## src/rtl/pcmclk_pkg.sv

```systemverilog
package pcmclk_pkg;

    parameter int ACC_W = 12;
    parameter int POS_W = 9;

    localparam int LO_MODULUS   = 125;
    localparam int SYNC_NARROW  = 8;
    localparam int SYNC_WIDE    = 16;
    localparam int RESET_FRAME  = 32;

    typedef struct packed {
        logic              fast;
        logic [1:0]        lo_sel;
        logic [ACC_W-1:0]  rate;
        logic [ACC_W-1:0]  limit;
        logic [POS_W-1:0]  frame_len;
        logic              short_sync;
        logic              long_wide;
        logic              pdown;
    } clk_cfg_t;

    localparam clk_cfg_t CFG_RESET = '{
        fast:       1'b0,
        lo_sel:     2'd1,
        rate:       '0,
        limit:      '0,
        frame_len:  POS_W'(RESET_FRAME),
        short_sync: 1'b0,
        long_wide:  1'b0,
        pdown:      1'b0
    };

    function automatic logic [ACC_W-1:0] lo_step(input logic [1:0] sel);
        case (sel)
            2'd0:    return ACC_W'(8);
            2'd2:    return ACC_W'(32);
            default: return ACC_W'(16);
        endcase
    endfunction

    function automatic logic [POS_W-1:0] long_width(input clk_cfg_t c);
        return (c.fast && c.long_wide) ? POS_W'(SYNC_WIDE) : POS_W'(SYNC_NARROW);
    endfunction

endpackage

```

## src/rtl/pcmclk_accum.sv

```systemverilog
module pcmclk_accum #(
    parameter int W = 12
) (
    input  logic         clk,
    input  logic         rst,
    input  logic         tick,
    input  logic         clear,
    input  logic [W-1:0] step,
    input  logic [W-1:0] limit,
    output logic         wrap
);
    logic [W-1:0] acc_q;
    logic [W:0]   sum;

    always_comb begin
        sum  = {1'b0, acc_q} + {1'b0, step};
        wrap = tick && (sum >= {1'b0, limit});
    end

    always_ff @(posedge clk) begin
        if (rst)
            acc_q <= '0;
        else if (clear)
            acc_q <= '0;
        else if (tick)
            acc_q <= wrap ? W'(sum - {1'b0, limit}) : sum[W-1:0];
    end


    acc_hold_chk: assert property (@(posedge clk) disable iff (rst)
        (!tick && !clear) |=> $stable(acc_q));

endmodule

```

## src/rtl/pcmclk_frame.sv

```systemverilog
module pcmclk_frame #(
    parameter int PW      = 9,
    parameter int RST_POS = 31
) (
    input  logic          clk,
    input  logic          rst,
    input  logic          advance,
    input  logic [PW-1:0] len_act,
    input  logic [PW-1:0] len_nxt,
    input  logic [PW-1:0] width_nxt,
    input  logic          short_nxt,
    input  logic          pdown_nxt,
    output logic          boundary,
    output logic          fsync
);
    logic [PW-1:0] pos_q;
    logic [PW-1:0] pos_next;
    logic          sync_next;

    always_comb begin
        boundary = advance && (pos_q >= len_act - PW'(1));
        pos_next = boundary ? '0 : pos_q + PW'(1);
        if (pdown_nxt)
            sync_next = 1'b0;
        else if (short_nxt)
            sync_next = (pos_next == len_nxt - PW'(1));
        else
            sync_next = (pos_next < width_nxt);
    end

    always_ff @(posedge clk) begin
        if (rst) begin
            pos_q <= PW'(RST_POS);
            fsync <= 1'b0;
        end else if (advance) begin
            pos_q <= pos_next;
            fsync <= sync_next;
        end
    end


    pos_range_chk: assert property (@(posedge clk) disable iff (rst)
        (len_act != '0) |-> (pos_q < len_act));


    sync_on_edge_chk: assert property (@(posedge clk) disable iff (rst)
        !$stable(fsync) |-> $past(advance));

endmodule

```

## src/rtl/pcmclk_gen.sv

```systemverilog
module pcmclk_gen
    import pcmclk_pkg::*;
(
    input  logic             clk,
    input  logic             rst,
    input  logic             ref4_tick,
    input  logic             cfg_fast,
    input  logic [1:0]       cfg_lo_sel,
    input  logic [ACC_W-1:0] cfg_rate,
    input  logic [ACC_W-1:0] cfg_limit,
    input  logic [POS_W-1:0] cfg_frame_len,
    input  logic             cfg_short,
    input  logic             cfg_long_wide,
    input  logic             cfg_pdown,
    output logic             bclk,
    output logic             fsync,
    output logic             rise_stb,
    output logic             fall_stb
);
    clk_cfg_t         live_cfg, act_q, nxt_cfg;
    logic             tick, wrap, rise_now, boundary;
    logic [ACC_W-1:0] step_sel, limit_sel;

    always_comb begin
        live_cfg = '{fast: cfg_fast, lo_sel: cfg_lo_sel, rate: cfg_rate,
                     limit: cfg_limit, frame_len: cfg_frame_len,
                     short_sync: cfg_short, long_wide: cfg_long_wide,
                     pdown: cfg_pdown};
        tick      = act_q.fast ? 1'b1 : ref4_tick;
        step_sel  = act_q.fast ? act_q.rate  : lo_step(act_q.lo_sel);
        limit_sel = act_q.fast ? act_q.limit : ACC_W'(LO_MODULUS);
        rise_now  = wrap && !bclk;
        nxt_cfg   = boundary ? live_cfg : act_q;
    end

    pcmclk_accum #(.W(ACC_W)) u_accum (
        .clk   (clk),
        .rst   (rst),
        .tick  (tick),
        .clear (boundary),
        .step  (step_sel),
        .limit (limit_sel),
        .wrap  (wrap)
    );

    pcmclk_frame #(.PW(POS_W), .RST_POS(RESET_FRAME - 1)) u_frame (
        .clk       (clk),
        .rst       (rst),
        .advance   (rise_now),
        .len_act   (act_q.frame_len),
        .len_nxt   (nxt_cfg.frame_len),
        .width_nxt (long_width(nxt_cfg)),
        .short_nxt (nxt_cfg.short_sync),
        .pdown_nxt (nxt_cfg.pdown),
        .boundary  (boundary),
        .fsync     (fsync)
    );

    always_ff @(posedge clk) begin
        if (rst) begin
            act_q    <= CFG_RESET;
            bclk     <= 1'b0;
            rise_stb <= 1'b0;
            fall_stb <= 1'b0;
        end else begin
            if (boundary)
                act_q <= live_cfg;
            if (wrap)
                bclk <= !bclk;
            rise_stb <= rise_now;
            fall_stb <= wrap && bclk;
        end
    end


    rise_level_chk: assert property (@(posedge clk) disable iff (rst)
        rise_stb |-> bclk);


    fall_level_chk: assert property (@(posedge clk) disable iff (rst)
        fall_stb |-> !bclk);


    edge_has_stb_chk: assert property (@(posedge clk) disable iff (rst)
        !$stable(bclk) |-> (rise_stb || fall_stb));


    pdown_quiet_chk: assert property (@(posedge clk) disable iff (rst)
        act_q.pdown |-> !fsync);


    lo_idle_chk: assert property (@(posedge clk) disable iff (rst)
        (!act_q.fast && !ref4_tick) |=> $stable(bclk));

endmodule

```

## config.mk

```make
export PLATFORM = sky130hd
export DESIGN_NAME = pcmclk_gen
export DESIGN_NICKNAME = d
export VERILOG_FILES = /design/src/rtl/pcmclk_pkg.sv /design/src/rtl/pcmclk_accum.sv /design/src/rtl/pcmclk_frame.sv /design/src/rtl/pcmclk_gen.sv
export SDC_FILE = /design/constraint.sdc
export NUM_CORES = 1
export LEC_CHECK = 0
export BUFFER_PORTS_ARGS = -buffer_cell sky130_fd_sc_hd__buf_4
export CAP_MARGIN = 20
export CORE_MARGIN = 5
export CORE_UTILIZATION = 55
export DETAILED_ROUTE_END_ITERATION = 10
export GPL_TIMING_DRIVEN = 0
export PLACE_DENSITY = 0.75
export SLEW_MARGIN = 30
export SYNTH_ARGS = -nofsm -noshare
export SYNTH_HDL_FRONTEND = slang
export SYNTH_SLANG_ARGS = --single-unit
```

## constraint.sdc

```tcl
create_clock -name clk -period 7.9 [get_ports clk]
set_input_delay 1.185 -clock clk [delete_from_list [all_inputs] [get_ports clk]]
set_output_delay 1.185 -clock clk [all_outputs]
set_load 0.02 [all_outputs]
```

==> summary.md <==
The completed layout was analyzed and its total power is 0.001807 W. Among the stages of the critical path, the cell type that occurs most often is a21oi_1. The core region is 8134 um2. In the post-route analysis, the smallest setup slack over all paths is 0.5682 ns. 46 I/O pins were placed. The die is 101.0 um wide.

Setup repair after global routing left no endpoint under its margin. Max-cap violations in this run came to 0. The worst clock skew was 0.007194 ns. Counting every sink on the clock net gives 64. The floorplan step defined a die boundary enclosing 10,200 um2. The maximum single-stage delay on the critical path came out at 0.39 ns. The run gives 0.1364 GHz as the maximum achievable frequency. The slowest stage of the critical path belongs to the cell clkbuf_1.

The worst hold path belongs to the class reg2reg. The tools report the number of global-route vias before repair as 4,063. The worst setup path is launched from a flop.

During synthesis, Yosys emitted a total of 0 warnings. Synthesis produced 586 cells. Counting the buffers created by CTS gives 9.

The count of cells in the finished layout, fillers not included, comes to 749. The number of fill cells in the layout came out at 740. Entering global routing, the biggest net connects 11 pins. The post-detailed-route count of antenna-violating nets was 0.

In this run the clock root is driven by a clkbuf_8. Dividing the detail-routed wire length by the instance count gives 16.42 um. The run gives 3 as the H-tree depth reported by CTS. 0 antenna diodes ended up in the layout. For the area taken by multi-input logic gates, the log shows 3084 um2. In this run the biggest area consumer among cell types represents 28.15% of the synthesized area. After layout, the minimum clock period comes to 7.332 ns. The effective utilization at floorplan was 55.96%.

The tools report the half-perimeter wire length after detailed placement as 9.373 mm. The proportion of layout cells with a drive suffix above 1 was 12.11%; the number of design rule violations left after detail routing was 0. Power spread over the standard cell area amounts to 346.4 nW/um2. The prevailing post-synth register cell was dfxtp_1. Summing all flip-flop and latch instances after layout gives 1281 um2. Number of enable flip-flop cells after synthesis: 0.

The first global-routing pass estimated 20.31 mm of wire. The worst-case IR drop observed on VDD is 0.1573 mV. Summed over all cells, the static leakage comes to 2.229 nW. For the number of max-slew violations in the final report, the log shows 0. Most frequent cell after synthesis: nand2_1.

For this block, the initial DRC count from the detailed router was 381. At the worst endpoint, the arrival time is 7.59 ns. Measured along the y axis, the die boundary spans 101.0 um. STA classifies the critical path endpoint as a flop. The number of nets in the synthesized netlist was 667; the combined area of all synthesized cells was 4552 um2. The tools report the final count of negative-setup-slack endpoints as 0.

The logs give 722 for the layout net count and 0 for the total count of hold-check failures in the final report. For this block, the via count after detailed routing is 4,376. TritonCTS built the clock tree. The run finished with clean final reports. The number of core rows is 33. Global routing consumed, over all layers together, 25.06% of the routing resources. The critical path is of the reg2reg type. By count the netlist is led by 99 x nand2_1, 64 x dfxtp_1, 59 x a21oi_1.

For the sequential-to-total area share from yosys stat, the log shows 28.15%. Port buffering added 44 buffers. In this run, distinct cell masters in the synthesized netlist total 54. After synthesis, the cell types taking the most area are dfxtp_1 28%, ha_1 10%, nand2_1 8.2%. The buffer depth of the longest clock path came out at 2.

The total iterations of the first detailed-routing run is 5. Wires add up to 12.30 mm. At the end of routability-driven placement, the weighted congestion stood at 0.9172. At the pin with the least slew margin, the transition time is 0.7540 ns.

Data on the critical path is required at its endpoint by 8.16 ns. The initial antenna violation count was 0. After clock tree synthesis, the clock-pin slew on the worst setup and hold paths is 0.07 ns. At the end of the flow the core is filled with cells to 64.13%.

Dividing the detail-routed via count by the number of cells gives 5.842. Once the clock tree was built, the setup fixing pass inserted 0 buffers. Along the worst path, the maximum fanout reaches 10. The post-synthesis to final-layout area growth came out at 14.60%. Global routing finished with a remaining overflow of 0.

The worst slew slack as a fraction of its limit is 49.35%, and the clock insertion delay at the later pin of the skew report is 0.35 ns. Counting tap cells, the placed design contains a total of 735 instances. Timing analysis after detailed placement gives a worst setup slack of 0.2692 ns.

The post-route clock period utilization works out to 92.81%. The biggest area contributor in the post-synthesis netlist is dfxtp_1. For this run, asynchronously set or reset flops after synthesis account for 0%. The post-synthesis register bit count is 64.

For the sum of negative setup slack, the log shows 0 ns. After synthesis, the mean cell area works out to 7.768 um2.
-- power breakdown --
part	internal, W	leakage (nW)	total (W)	switching [W]
logic	0.000440	1.61	0.00109	0.000645
clock network	0.000159	0.0973	0.000293	0.000134
registers	0.000380	0.522	0.000428	0.0000484
-- routing by layer --
metal	wire, um	global-route usage (%)
met1	5943	37.46
met2	5181	36.96
met3	957	3.668
met4	218	7.873
met5	0	0
-- critical path: cells and delay by family (launching register included) --
| kind | cells | cell delay, ns |
|---|---|---|
| simple gates | 9 | 1.72 |
| compound gates | 12 | 2.34 |
| buf+inv | 5 | 1.42 |
| xor+xnor | 3 | 0.45 |
| fa+ha+maj | 3 | 0.92 |
| flops | 1 | 0.37 |
-- registers in the layout, summed over array words and instances, names as in the netlist --
| signal | count |
|---|---|
| act_q | 39 |
| u_accum.acc_q | 12 |
| u_frame.pos_q | 9 |
| bclk | 1 |
| fall_stb | 1 |
| rise_stb | 1 |
| u_frame.fsync | 1 |
-- per-stage QoR --
| step | cell area, um2 | hold slack, ns |
|---|---|---|
| after detailed placement | 5019 | 0.4469 |
| after CTS | 5213 | 0.4576 |
| after floorplan | 4552 | 0.4312 |
| after global routing | 5216 | 0.4758 |
| after global placement | 5014 | 0.4405 |
| final | 5216 | 0.4549 |
-- cell type report --
cell class / count / area share [%]
clock inverters: 3 / 0.8155
clock buffers: 11 / 2.902
plain buffers: 34 / 2.663
inverters: 15 / 1.079
well taps: 105 / 2.519
flip-flops and latches: 64 / 24.56
multi-input cells: 473 / 59.13
repair buffers: 44 / 6.332
-- timing repair --
action / in CTS / in global routing
endpoints found under the setup margin: 0 / 1
hold buffers: 0 / 0
resized for setup: 0 / 6
-- cells in the final DEF (no fill, tap or decap), drive strengths merged, types with 9 or more instances in the layout --
cell type / synthesis / final
xor2: 11 / 11
nor3: 18 / 18
inv: 15 / 15
a211o: 9 / 9
clkbuf: 25 / 36
buf: 9 / 53
a21o: 10 / 10
xnor2: 32 / 32
nand2: 99 / 99
nor2: 52 / 52
ha: 37 / 37
a211oi: 11 / 11
o21ai: 17 / 17
a21oi: 59 / 59
dfxtp: 64 / 64
mux2i: 15 / 15
nor4: 12 / 12
-- worst paths after layout --
path	from	depth (start not counted)	slack, ns	to
worst min-delay path	act_q[33]	2	0.45	act_q[33]
worst min register to register	act_q[33]	2	0.45	act_q[33]
worst max-delay path	act_q[38]	32	0.57	u_frame.fsync
worst max register to register	act_q[38]	32	0.57	u_frame.fsync
-- cells by family after synthesis --
kind of cell,share of synthesized area (%)
adders and majority gates,11.05
DFF,28.15
muxes,3.546
xor gates and xnor gates,8.274
AOI/OAI and AO/OA,20.12
and+or+nand+nor,24.66
buffers and inverters,4.206
Note: power is estimated with default switching activity, not from simulation.
